$ cat src/rtl/prime_seq_pkg.sv
package prime_seq_pkg;

    typedef enum logic [2:0] {
        ST_EMIT = 3'd0,
        ST_HOLD = 3'd1,
        ST_TEST = 3'd2,
        ST_DIV  = 3'd3,
        ST_DONE = 3'd4
    } seq_state_e;

endpackage

$ cat src/rtl/prime_rem_div.sv
// Restoring shift-subtract divider that keeps only the remainder.
// One quotient bit per cycle; done_o pulses one cycle after the last step.
module prime_rem_div #(
    parameter int W = 10
) (
    input  logic         clk,
    input  logic         rst_n,
    input  logic         start_i,
    input  logic [W-1:0] dividend_i,
    input  logic [W-1:0] divisor_i,
    output logic         done_o,
    output logic [W-1:0] rem_o
);

    localparam int CW = $clog2(W + 1);

    typedef struct packed {
        logic          busy;
        logic          done;
        logic [CW-1:0] cnt;
        logic [W-1:0]  rem;
        logic [W-1:0]  dvd;
        logic [W-1:0]  dvs;
    } div_regs_t;

    div_regs_t div_d, div_q;
    logic [W:0] trial;

    always_comb begin
        div_d      = div_q;
        div_d.done = 1'b0;
        trial      = '0;
        if (start_i) begin
            div_d.busy = 1'b1;
            div_d.cnt  = '0;
            div_d.rem  = '0;
            div_d.dvd  = dividend_i;
            div_d.dvs  = divisor_i;
        end else if (div_q.busy) begin
            trial = {div_q.rem, div_q.dvd[W-1]};
            if (trial >= {1'b0, div_q.dvs}) begin
                trial = trial - {1'b0, div_q.dvs};
            end
            div_d.rem = trial[W-1:0];
            div_d.dvd = div_q.dvd << 1;
            div_d.cnt = div_q.cnt + 1'b1;
            if (div_q.cnt == CW'(W - 1)) begin
                div_d.busy = 1'b0;
                div_d.done = 1'b1;
            end
        end
    end

    always_ff @(posedge clk) begin
        if (!rst_n) begin
            div_q <= '0;
        end else begin
            div_q <= div_d;
        end
    end

    assign done_o = div_q.done;
    assign rem_o  = div_q.rem;

    AST_REM_BELOW_DIVISOR: assert property (@(posedge clk) disable iff (!rst_n)
        done_o |-> (rem_o < div_q.dvs));

endmodule

$ cat src/rtl/prime_hold_timer.sv
// Counts the post-emit hold window; expire_o marks its last cycle.
module prime_hold_timer #(
    parameter int HOLD = 4
) (
    input  logic clk,
    input  logic rst_n,
    input  logic start_i,
    output logic expire_o
);

    generate
        if (HOLD == 0) begin : g_no_hold
            logic unused_q;
            always_ff @(posedge clk) begin
                if (!rst_n) unused_q <= 1'b0;
                else        unused_q <= start_i;
            end
            assign expire_o = 1'b0 & unused_q;
        end else begin : g_hold
            localparam int HW = $clog2(HOLD + 1);
            logic [HW-1:0] cnt_d, cnt_q;

            always_comb begin
                cnt_d = cnt_q;
                if (start_i) begin
                    cnt_d = HW'(HOLD);
                end else if (cnt_q != '0) begin
                    cnt_d = cnt_q - 1'b1;
                end
            end

            always_ff @(posedge clk) begin
                if (!rst_n) cnt_q <= '0;
                else        cnt_q <= cnt_d;
            end

            assign expire_o = (cnt_q == HW'(1));
        end
    endgenerate

endmodule

$ cat src/rtl/prime_seq_gen.sv
module prime_seq_gen #(
    parameter int MAX_VAL     = 1000,
    parameter int HOLD_CYCLES = 4
) (
    input  logic                         clk,
    input  logic                         rst_n,
    input  logic                         out_ready,
    output logic                         out_valid,
    output logic [$clog2(MAX_VAL+1)-1:0] out_prime,
    output logic                         done
);
    import prime_seq_pkg::*;

    localparam int W  = $clog2(MAX_VAL + 1);
    localparam int W2 = 2 * W;

    typedef struct packed {
        seq_state_e   state;
        logic [W-1:0] prime;
        logic [W-1:0] cand;
        logic         cstep4;
        logic [W-1:0] dvs;
        logic         dstep4;
        logic         done;
    } seq_regs_t;

    seq_regs_t seq_d, seq_q;

    logic          div_start, div_done;
    logic [W-1:0]  div_rem;
    logic          tmr_start, tmr_expire;
    logic [W:0]    cand_nxt;
    logic          cand_over;
    logic [W2-1:0] dvs_sq;
    logic          after_emit, reject;

    prime_rem_div #(.W(W)) u_div (
        .clk       (clk),
        .rst_n     (rst_n),
        .start_i   (div_start),
        .dividend_i(seq_q.cand),
        .divisor_i (seq_q.dvs),
        .done_o    (div_done),
        .rem_o     (div_rem)
    );

    prime_hold_timer #(.HOLD(HOLD_CYCLES)) u_hold (
        .clk     (clk),
        .rst_n   (rst_n),
        .start_i (tmr_start),
        .expire_o(tmr_expire)
    );

    always_comb begin
        seq_d      = seq_q;
        div_start  = 1'b0;
        tmr_start  = 1'b0;
        after_emit = 1'b0;
        reject     = 1'b0;
        cand_nxt   = {1'b0, seq_q.cand} + (seq_q.cstep4 ? (W+1)'(4) : (W+1)'(2));
        cand_over  = cand_nxt > (W+1)'(MAX_VAL);
        dvs_sq     = W2'(seq_q.dvs) * W2'(seq_q.dvs);

        case (seq_q.state)
            ST_EMIT: begin
                if (out_ready) begin
                    if (HOLD_CYCLES == 0) begin
                        after_emit = 1'b1;
                    end else begin
                        tmr_start   = 1'b1;
                        seq_d.state = ST_HOLD;
                    end
                end
            end
            ST_HOLD: begin
                if (tmr_expire) after_emit = 1'b1;
            end
            ST_TEST: begin
                // strict compare: a divisor whose square equals the candidate is still tried
                if (dvs_sq > W2'(seq_q.cand)) begin
                    seq_d.prime = seq_q.cand;
                    seq_d.state = ST_EMIT;
                end else begin
                    div_start   = 1'b1;
                    seq_d.state = ST_DIV;
                end
            end
            ST_DIV: begin
                if (div_done) begin
                    if (div_rem == '0) begin
                        reject = 1'b1;
                    end else begin
                        seq_d.dvs    = seq_q.dvs + (seq_q.dstep4 ? W'(4) : W'(2));
                        seq_d.dstep4 = !seq_q.dstep4;
                        seq_d.state  = ST_TEST;
                    end
                end
            end
            default: begin
                seq_d.state = ST_DONE;
            end
        endcase

        if (after_emit) begin
            if (seq_q.prime == W'(2)) begin
                seq_d.prime = W'(3);
                seq_d.state = ST_EMIT;
            end else if (seq_q.prime == W'(3)) begin
                seq_d.cand   = W'(5);
                seq_d.cstep4 = 1'b0;
                seq_d.dvs    = W'(5);
                seq_d.dstep4 = 1'b0;
                seq_d.state  = ST_TEST;
            end else begin
                reject = 1'b1;
            end
        end

        if (reject) begin
            if (cand_over) begin
                seq_d.state = ST_DONE;
                seq_d.done  = 1'b1;
            end else begin
                seq_d.cand   = cand_nxt[W-1:0];
                seq_d.cstep4 = !seq_q.cstep4;
                seq_d.dvs    = W'(5);
                seq_d.dstep4 = 1'b0;
                seq_d.state  = ST_TEST;
            end
        end
    end

    always_ff @(posedge clk) begin
        if (!rst_n) begin
            seq_q        <= '0;
            seq_q.state  <= ST_EMIT;
            seq_q.prime  <= W'(2);
            seq_q.cand   <= W'(5);
            seq_q.dvs    <= W'(5);
        end else begin
            seq_q <= seq_d;
        end
    end

    assign out_valid = (seq_q.state == ST_EMIT);
    assign out_prime = seq_q.prime;
    assign done      = seq_q.done;

    AST_STALL_HOLDS: assert property (@(posedge clk) disable iff (!rst_n)
        (out_valid && !out_ready) |=> (out_valid && $stable(out_prime)));
    AST_DONE_STICKY: assert property (@(posedge clk) disable iff (!rst_n)
        done |=> done);
    AST_DONE_SILENT: assert property (@(posedge clk) disable iff (!rst_n)
        done |-> !out_valid);
    AST_WHEEL_RESIDUE: assert property (@(posedge clk) disable iff (!rst_n)
        (out_valid && out_prime > W'(3)) |-> (out_prime[0] && (out_prime % W'(3) != '0)));

endmodule

$ cat config.mk
export PLATFORM = sky130hd
export DESIGN_NAME = prime_seq_gen
export DESIGN_NICKNAME = d
export VERILOG_FILES = /design/src/rtl/prime_seq_pkg.sv /design/src/rtl/prime_rem_div.sv /design/src/rtl/prime_hold_timer.sv /design/src/rtl/prime_seq_gen.sv
export SDC_FILE = /design/constraint.sdc
export NUM_CORES = 1
export LEC_CHECK = 0
export BUFFER_PORTS_ARGS = -buffer_cell sky130_fd_sc_hd__clkbuf_2
export CAP_MARGIN = 20
export CORE_MARGIN = 8
export CORE_UTILIZATION = 50
export CTS_BUF_LIST = sky130_fd_sc_hd__clkbuf_8 sky130_fd_sc_hd__clkbuf_16
export DETAILED_ROUTE_END_ITERATION = 16
export PLACE_DENSITY = 0.75
export RECOVER_POWER = 25
export SLEW_MARGIN = 0
export SYNTH_ARGS = -nofsm -noshare
export SYNTH_HDL_FRONTEND = slang
export SYNTH_SLANG_ARGS = --single-unit
$ cat constraint.sdc
create_clock -name clk -period 6 [get_ports clk]
set_input_delay 1.2 -clock clk [delete_from_list [all_inputs] [get_ports clk]]
set_output_delay 1.2 -clock clk [all_outputs]
set_load 0.005 [all_outputs]
# Word level (Yosys, flattened, before mapping)
# Cells that the tools add are included.
word_totals:
  reg_bits: 75
  out_inout_bits: 12
  elab_cells: 86
op_classes:
  add_sub_neg: 5
  n_mul: 1
  magnitude_cmp: 3
  eq_ne: 7
  n_mux: 42
  n_bitwise: 2
  n_reduce_logical: 11
ops:
  columns: ["op", "n"]
  rows:
  - ["two-way mux 22 bit", 3]
  - ["two-way mux 10 bit", 5]
  - ["two-way mux 35 bit", 1]
  - ["two-way mux 11 bit", 3]
  - ["two-way mux 3 bit", 11]
  - ["two-way mux 26 bit", 1]
  - ["two-way mux 23 bit", 1]
  - ["== test 10 x 2 -> 1 bit (second input constant)", 2]
  - ["> comparator 20 x 10 -> 1 bit", 1]
  - ["multiplier 10 x 10 -> 20 bit", 1]
  - ["two-way mux 1 bit", 14]
  - ["case mux 3 bit (4 select lines)", 1]
  - ["adder 10 x 3 -> 11 bit", 1]
  - [">= comparator 11 x 10 -> 1 bit", 1]
  - ["> comparator 11 x 10 -> 1 bit (second input constant)", 1]
  - ["adder 10 x 3 -> 10 bit", 1]
  - ["zero test 10 bit", 1]
  - ["subtractor 10 bit", 1]
  - ["== test 3 x 1 -> 1 bit (second input constant)", 2]
  - ["== test 3 x 2 -> 1 bit (second input constant)", 2]
  - ["adder 4 x 1 -> 4 bit (second input constant)", 1]
  - ["== test 4 bit (second input constant)", 1]
  - ["two-way mux 2 bit", 2]
  - ["nonzero test 2 bit", 2]
  - ["8 further kinds", 11]

# Longest topological paths before layout
# Gate-level depths: netlist (run 1).
depth:
  ltp_word: 10
  depth_mapped: 26
  depth_no_buf: 24

# Hierarchy
# From an unflattened synthesis (run 1), not the netlist that was laid out.
unflattened:
  cells_unflattened: 880
  area_unflattened_um2: 7514.7
by_module_without_submodules:
  columns: ["module", "n_inst", "cells_each", "area_each_um2", "seq_area_each_um2"]
  rows:
  - ["prime_seq_gen", 1, 604, 5126.2, 720.7]
  - ["prime_rem_div", 1, 257, 2204.6, 720.7]
  - ["prime_hold_timer", 1, 19, 183.9, 60.1]

# Least setup slack after synthesis (run 1)
# OpenSTA, ideal clock, no wires.
synth_path:
  kind: "register -> register"
  from: "register seq_q[6] (netlist bit)"
  to: "register u_div.div_q[19] (netlist bit)"
  setup_time_ps: 72
  arrival_ps: 6303
  setup_slack_ps: -374
  stages_incl_launch_ff: 26
  n_path_buf: 2
  path_cell_list: "dfxtp_1 > clkbuf_1 > and2_1 > fa_1 > fa_1 > ha_1 > fa_1 > inv_1 > fa_1 > inv_1 > ha_1 > a21oi_1 > and2b_1 > or3_1 > a21oi_1 > xnor2_1 > ha_1 > nand2_1 > nor2_1 > a21oi_1 > a32oi_1 > nor4_1 > nand4_1 > nor3_4 > buf_8 > mux2i_1"
synth_between:
  elab_chain_len: 5
synth_rtl:
  columns: ["item", "line_no", "source"]
  rows:
  - ["from (decl)", "prime_seq_gen.sv:27", "seq_regs_t seq_d, seq_q;"]
  - ["from (signal assigned)", "prime_seq_gen.sv:141", "seq_q <= seq_d;"]
  - ["multiplier 10 x 10 -> 20 bit (*)", "prime_seq_gen.sv:62", "dvs_sq = W2'(seq_q.dvs) * W2'(seq_q.dvs);"]
  - ["> comparator 20 x 10 -> 1 bit (*)", "prime_seq_gen.sv:80", "if (dvs_sq > W2'(seq_q.cand)) begin"]
  - ["two-way mux 1 bit (*)", "prime_seq_gen.sv:80", null]
  - ["two-way mux 1 bit (*)", "prime_seq_gen.sv:64", "case (seq_q.state)"]
  - ["two-way mux 10 bit / nonzero test 2 bit (equally long branches)", null, null]
  - ["to (signal assigned)", "prime_rem_div.sv:58", "div_q <= div_d;"]
  - ["to (decl)", "prime_rem_div.sv:26", "div_regs_t div_d, div_q;"]
# Mark *: on every way between the ends. The rest lies on a longest branch, timed or not.
# A chain may end at the register's enable or synchronous reset.

# Worst setup path in the final report (run 1)
layout_path:
  from: "register seq_q[3] (netlist bit)"
  to: "register u_div.div_q, in the netlist u_div.rem_o[4]"
layout_between:
  elab_chain_len: 5
layout_rtl:
  columns: ["item", "line_no"]
  rows:
  - ["multiplier 10 x 10 -> 20 bit", "prime_seq_gen.sv:62"]
  - ["> comparator 20 x 10 -> 1 bit", "prime_seq_gen.sv:80"]
  - ["two-way mux 1 bit", "prime_seq_gen.sv:80"]
  - ["two-way mux 1 bit", "prime_seq_gen.sv:64"]
  - ["OR reduction 2 bit (no source line)", null]
# Every way passes these cells.

==> summary.txt, run 1 <==
Critical path
  • CP top delay family: adder cells
  • Critical path class: flop to flop
  • CP max FO: 7
  • Worst path most repeated cell: fa_1
  • Startpoint Class: flop
  • R2R Path Start: seq_q[3]$_SDFF_PN0_
  • Setup crit end kind: flop
  • CP Cell Sequence: buf_4, nand2_2, fa_1, fa_1, inv_1, fa_1, fa_1, inv_1, fa_1, inv_1, ha_4, nand3_2, buf_6, nor2_2, o21ai_2, a31o_2, o311a_1, or4_4, nor3_4, buf_6, buf_6, buf_16, a2111oi_0
  • Crit path largest cell delay: 0.55 ns
  • Crit path DAT: 5.93 ns
  • CP bufs+invs: 8
  • Worst path slowest cell: fa_1
  • CP required: 6.13 ns
  • Reg2reg end: u_div.rem_o[4]$_SDFFE_PP0P_
  • Reg2reg setup slack: 0.20 ns
  • FF-to-FF path depth: 23

Global route
  • First-pass GRT wire length: 27100 microns
  • Number of global-route vias before repair: 5780
  • Largest net degree at the start of global routing: 51
  • Initial antenna violation count: 0
  • GRT Total Usage: 17.6%
  • Grt ovf: 0

Pwr
  • Leak: 0.00373 uW
  • Sw frac: 23.7%
  • Cell-internal power: 827 uW
  • Clock share of power: 48.8%
  • Seq pwr share: 46.7%
  • Net switching power: 257 uW
  • Peak supply drop: 0.113 mV
  • Logic gate share of total power: 4.4%
  • PnR Total Power: 1080 uW
  • Pwr per Cell Area: 132 mW/mm^2

Yosys
  • Post-synth net total: 995
  • Register area share after synthesis: 20.9%
  • Syn_area_per_cell: 8.30 sq um
  • Ys flop type: dfxtp_1
  • EDFF count, synth: 0
  • Post-synthesis register bit count: 75
  • Synth area leader: dfxtp_1
  • Top-area cell type share of the netlist area: 20.9%
  • Cell count after synthesis: 867
  • YS warnings: 0
  • Yosys cell types: 66
  • Synth Cell Area: 0.00719 sq mm
  • Synth area leaders: dfxtp_1, fa_1, ha_1
  • Asr flop ratio synth: 0%

Routing
  • Total wire length: 15800 microns
  • Via count: 5949
  • Initial DRC count: 454
  • Drt wl/cell: 14.5 microns
  • DRT Pass-1 Iters: 5
  • Via density: 5.48
  • Drc violations: 0
  • Antenna violation net count after detailed routing: 0

STA
  • Final period utilization: 96.6%
  • Max Clock Freq: 0.173 GHz
  • Final hold vios: 0
  • Worst-margin pin slew: 1.55 ns
  • Clock Skew: 0.00653 ns
  • Crit path time final: 5.80 ns
  • Final setup fails: 0
  • RSZ-0062 raised after global routing: true
  • Final slew viol count: 27
  • Slew HR: -3.59%

Floorplan
  • Die H: 136 microns
  • DIE AREA: 0.0185 sq mm
  • Std cell rows: 44
  • Initial Util: 50.3%
  • Core area: 0.0143 sq mm
  • IO Pins: 15
  • Die Span X: 136 microns

Clocking
  • Total CTS buffers: 9
  • Max Root-Sink Buffers: 2
  • CTS root buf: clkbuf_16
  • Skew-Pair Late Insertion Delay: 0.33 ns
  • Clk pin slew, worst setup/hold paths: 0.06 ns
  • CTS tree: done
  • Clk sinks: 75
  • CTS Hold Bufs: 0
  • H-tree depth: 3

Cells and area
  • Diodes inserted: 0
  • Count of filler cells inserted in the layout: 1236
  • Layout cells sized above 1: 15.1%
  • Area Overhead vs Synth: 14.1%
  • Final nets: 1025
  • Multi-input logic area: 0.00524 sq mm
  • Cell area after layout: 0.00821 sq mm
  • Reg area: 0.00151 sq mm

Worst hold path
  • Hold Crit Start: u_div.div_q[9]$_SDFFE_PN0P_
  • Hold Path Sink: u_div.div_q[9]$_SDFFE_PN0P_
  • Hold Crit Class: flop to flop
  • WHS Path Cells: 2

Place
  • HPWL Detailed: 12000 microns
  • Placed Area: 0.00760 sq mm
  • RD Place Congestion: 0.882
  • Port Buffers: 14

Run status
  • Failing checks: max-capacitance violations, max-slew violations
  • Status: finished, violations left

Flow run
  • Max-cap violation count: 1
-- cell usage in the layout, fill, tap and decap left out, types with 12 or more instances in the layout --
cell type / count
nor3_1: 13
mux2i_1: 36
nor2_1: 58
o21ai_0: 33
buf_4: 43
xnor2_1: 24
nand3_1: 14
and2_1: 21
inv_1: 105
ha_1: 68
nand2_1: 104
xor2_1: 13
nand4_1: 12
fa_1: 49
a21oi_1: 33
dfxtp_1: 68
-- power by group through the flow --
stage                     sequential [uW]  combinational [uW]  clock, uW
after floorplan                       517                37.7          0
after global placement                518                47.0          0
after detailed placement              518                47.8          0
after CTS                             507                48.7        539
after global routing                  507                56.0        557
final                                 507                48.2        529
-- how the worst max path moves through the flow --
stage,to,slack [ns],cells after the start,startpoint
4_1_cts,u_div.div_q[18]$_SDFFE_PN0P_,-0.06,25,seq_q[6]$_SDFF_PN0_
3_5_place_dp,out_prime[7]$_SDFF_PN0_,-0.35,23,seq_q[4]$_SDFF_PN1_
3_3_place_gp,out_prime[2]$_SDFF_PN0_,-0.21,23,seq_q[7]$_SDFF_PN0_
2_1_floorplan,u_div.div_q[19]$_SDFFE_PN0P_,0.004,25,seq_q[6]$_SDFF_PN0_
5_1_grt,u_div.div_q[18]$_SDFFE_PN0P_,-0.05,21,seq_q[11]$_SDFF_PN0_
6_report,u_div.rem_o[4]$_SDFFE_PP0P_,0.20,23,seq_q[3]$_SDFF_PN0_
-- timing repair --
item | CTS | global route
gates resized for setup | 25 | 30
pin swaps | 21 | 15
setup buffers | 3 | 5
cloned | 2 | 0
setup endpoints to repair | 45 | 48
-- flip-flops by register name (all words and copies together) (netlist names) --
name,cells
u_hold.g_hold.cnt_q,3
u_div.done_o,1
u_div.div_q,25
seq_q,25
u_div.rem_o,10
out_prime,10
done,1
-- stage by stage --
step           std cells  TNS (ns)  hold WS (ns)  util (%)  setup WS, ns
2_1_floorplan        867         0         0.435         -       0.00394
3_3_place_gp        1060     -1.87         0.443      53.1        -0.212
3_5_place_dp        1060     -5.33         0.448      53.1        -0.349
4_1_cts             1081    -0.368         0.458      56.3       -0.0626
5_1_grt             1086    -0.385         0.481      57.4       -0.0530
6_report            1086         0         0.458      57.4         0.204
-- tightest hold or removal path: cells and delay by family, from the launching register on --
kind / cells / cell delay, ns
mux: 1 / 0.05
flops: 1 / 0.31
simple gates: 1 / 0.05
-- cell families after synthesis --
group,Yosys count,share of synthesized area [%]
AO/OA/AOI/OAI,141,12.9
adder cells (fa/ha/maj),125,27.0
flip-flops,75,20.9
AND/OR/NAND/NOR,290,19.5
multiplexers,44,6.26
buffers and inverters,155,9.03
XOR/XNOR,37,4.50
-- synth_stat cells, types with 4 or more instances --
| library cell | number |
|---|---|
| nand2b_1 | 8 |
| nor3_1 | 17 |
| o21ai_0 | 34 |
| nor4_1 | 7 |
| nand2_1 | 106 |
| ha_1 | 75 |
| nand4_1 | 12 |
| a211oi_1 | 7 |
| o31ai_1 | 4 |
| nor2b_1 | 10 |
| a21oi_1 | 37 |
| nor2_1 | 59 |
| clkbuf_1 | 30 |
| xor2_1 | 13 |
| mux2i_1 | 36 |
| inv_1 | 106 |
| and2_1 | 27 |
| o21a_1 | 5 |
| a31oi_1 | 6 |
| a21o_1 | 5 |
| buf_4 | 10 |
| nor3b_1 | 4 |
| mux2_2 | 8 |
| o211ai_1 | 10 |
| a2111oi_0 | 8 |
| nand3_1 | 16 |
| xnor2_1 | 24 |
| dfxtp_1 | 75 |
| o311a_1 | 4 |
| fa_1 | 50 |
| or3_1 | 5 |
-- per-layer routing --
layer,wire length [microns],up-vias,GRT usage (%)
met4,244,0,4.58
li1,-,2987,-
met5,0,-,0
met2,7660,117,29.2
met1,7280,2823,23.4
met3,599,22,2.59
-- final cells by class --
class,count,area share [%]
Multi-Input combinational cell,637,63.8
Sequential cell,75,18.4
Timing Repair Buffer,67,6.51
Inverter,107,4.89
Clock buffer,11,3.08
Tap cell,184,2.80
Clock inverter,5,0.518
Note: power is estimated with default switching activity, not from simulation.
==> inputs of run 2 (changes only) <==
--- a/config.mk
+++ b/config.mk
@@ -13,6 +13,7 @@
 export DETAILED_ROUTE_END_ITERATION = 16
 export PLACE_DENSITY = 0.75
 export RECOVER_POWER = 25
+export SETUP_SLACK_MARGIN = 0.5
 export SLEW_MARGIN = 0
 export SYNTH_ARGS = -nofsm -noshare
 export SYNTH_HDL_FRONTEND = slang
==> summary.txt, run 2 (synthesis results as in run 1) <==
Routing
  • Via density: 5.53 (was 5.48)
  • Initial DRC count: 389 (was 454)
  • Drt wl/cell: 15.0 microns (was 14.5 microns)
  • DRT Pass-1 Iters: 5 (unchanged)
  • Via count: 6004 (was 5949)
  • Drc violations: 0 (unchanged)
  • Total wire length: 16300 microns (was 15800 microns)
  • Antenna violation net count after detailed routing: 0 (unchanged)

Critical path
  • Setup crit end kind: flop (unchanged)
  • CP max FO: 5 (was 7)
  • CP required: 6.27 ns (was 6.13 ns)
  • Startpoint Class: flop (unchanged)
  • Crit path DAT: 6.23 ns (was 5.93 ns)
  • Critical path class: flop to flop (unchanged)

STA
  • Crit path time final: 5.96 ns (was 5.80 ns)
  • Final slew viol count: 51 (was 27)
  • Worst-margin pin slew: 2.08 ns (was 1.55 ns)
  • Final setup fails: 0 (unchanged)
  • Clock Skew: 0.00771 ns (was 0.00653 ns)
  • RSZ-0062 raised after global routing: true (unchanged)
  • Min Hold Slack: 0.458 ns (about the same)
  • Slew HR: -38.9% (was -3.59%)
  • Final hold vios: 0 (unchanged)
  • Max Clock Freq: 0.168 GHz (was 0.173 GHz)
  • Final period utilization: 99.4% (was 96.6%)

Cells and area
  • Cell area after layout: 0.00825 sq mm (was 0.00821 sq mm)
  • Area Overhead vs Synth: 14.7% (was 14.1%)
  • Layout cells sized above 1: 15.2% (was 15.1%)
  • Most common cell after layout, fill and taps aside: nand2_1 (was inv_1)
  • Largest registers: seq_q (25), u_div.div_q (25) (unchanged)
  • Diodes inserted: 0 (unchanged)
  • Final nets: 1025 (unchanged)
  • Most frequent cells in the layout: nand2_1, inv_1, dfxtp_1 (was inv_1, nand2_1, ha_1, dfxtp_1, nor2_1)
  • Core Util, Final: 57.7% (was 57.4%)
  • Count of filler cells inserted in the layout: 1234 (was 1236)

Global route
  • Grt ovf: 0 (unchanged)
  • Number of global-route vias before repair: 5890 (was 5780)
  • First-pass GRT wire length: 27900 microns (was 27100 microns)
  • GRT Total Usage: 18.5% (was 17.6%)
  • Largest net degree at the start of global routing: 51 (unchanged)
  • Initial antenna violation count: 0 (unchanged)

Floorplan
  • DIE AREA: 0.0185 sq mm (unchanged)
  • Die Span X: 136 microns (unchanged)
  • IO Pins: 15 (unchanged)
  • Die H: 136 microns (unchanged)
  • Core area: 0.0143 sq mm (unchanged)
  • Std cell rows: 44 (unchanged)
  • Initial Util: 50.3% (unchanged)

Flow run
  • Max-cap violation count: 1 (unchanged)

Pwr
  • Peak supply drop: 0.134 mV (was 0.113 mV)
  • Pwr per Cell Area: 131 mW/mm^2 (was 132 mW/mm^2)
  • Leak: 0.00373 uW (about the same)

Clocking
  • CTS tree: done (unchanged)
  • Skew-Pair Late Insertion Delay: 0.35 ns (was 0.33 ns)
  • Max Root-Sink Buffers: 2 (unchanged)
  • Clk pin slew, worst setup/hold paths: 0.07 ns (was 0.06 ns)
  • Total CTS buffers: 9 (unchanged)
  • Clk sinks: 75 (unchanged)
  • CTS root buf: clkbuf_16 (unchanged)
  • CTS Hold Bufs: 0 (unchanged)
  • H-tree depth: 3 (unchanged)

Place
  • RD Place Congestion: 0.855 (was 0.882)
  • Placed Area: 0.00753 sq mm (was 0.00760 sq mm)
  • Port Buffers: 14 (unchanged)
  • HPWL Detailed: 11700 microns (was 12000 microns)

Worst hold path
  • Hold Crit Class: flop to flop (unchanged)

Run status
  • Failing checks: max-capacitance violations, max-slew violations (unchanged)
  • Status: finished, violations left (unchanged)
-- run 2: changes by cell type in the layout (fill, tap and decap cells not counted), moves of 3 or more --
cell / change
buf_4: -4
a21oi_2: +3
dfxtp_2: -3
a21oi_1: -3
-- run 2: final timing paths --
check	start	depth (start not counted)	slack [ns]	end
hold / removal	u_div.div_q[3]$_SDFFE_PN0P_	2	0.46	u_div.div_q[3]$_SDFFE_PN0P_
hold reg to reg	u_div.div_q[3]$_SDFFE_PN0P_	2	0.46	u_div.div_q[3]$_SDFFE_PN0P_
setup / recovery	seq_q[6]$_SDFF_PN0_	25	0.04	u_div.div_q[10]$_SDFFE_PN0P_
setup reg to reg	seq_q[6]$_SDFF_PN0_	25	0.04	u_div.div_q[10]$_SDFFE_PN0P_
-- run 2: per-stage QoR --
stage	instances	setup TNS (ns)	setup slack [ns]	total power, uW
finish	1086	0	0.0376	1080
global route	1086	-6.15	-0.198	1120
CTS	1081	0	0.183	1090
detailed placement	1043	-0.228	-0.0675	565
global placement	1043	0	0.151	564
floorplan	867	0	0.209	555
-- run 2: metal layers --
| metal | part of all wire [%] | GRT usage [%] | up-vias |
|---|---|---|---|
| met1 | 45 | 23.9 | 2855 |
| li1 | - | - | 2976 |
| met4 | 2.0 | 6.59 | 0 |
| met3 | 5.1 | 3.03 | 26 |
| met5 | 0 | 0 | - |
| met2 | 48 | 30.6 | 147 |
-- run 2: area by class of cell --
cell class                      count  area, sq um  area share [%]
Tap cell                          184          230            2.79
Clock buffer                        9          225            2.73
Multi-Input combinational cell    637         5230            63.4
Inverter                          107          402            4.87
Sequential cell                    75         1520            18.4
Clock inverter                      7         57.6           0.697
Timing Repair Buffer               67          593            7.19
-- run 2: repair_timing --
action / in CTS / in global routing
setup buffers: 18 / 4
gates cloned: 4 / 1
resized for setup: 38 / 14
setup endpoints to repair: 48 / 48
pin swaps: 15 / 7
-- run 2: where the power goes --
group / total, uW / switching (uW) / internal (uW) / leakage [uW]
logic: 48.1 / 31.3 / 16.8 / 0.00299
clock network: 529 / 243 / 286 / 0.000134
registers: 505 / 3.88 / 501 / 0.000608
total: 1080 / 278 / 804 / 0.00373
-- run 2: worst max-delay path, cell delays in order, from the launching register on --
cell,delay (ns)
dfxtp_2,0.34
and2_4,0.16
fa_1,0.47
fa_1,0.54
ha_4,0.21
fa_1,0.47
inv_1,0.05
fa_1,0.49
inv_2,0.05
ha_4,0.21
a21oi_2,0.11
and2b_2,0.23
or3_4,0.38
a21oi_2,0.14
xnor2_1,0.09
ha_1,0.31
nand2_1,0.06
nor2_1,0.05
a21oi_1,0.14
a32oi_1,0.09
nor4_2,0.22
nand4_1,0.27
nor3_4,0.31
buf_4,0.20
buf_16,0.12
mux2i_1,0.19
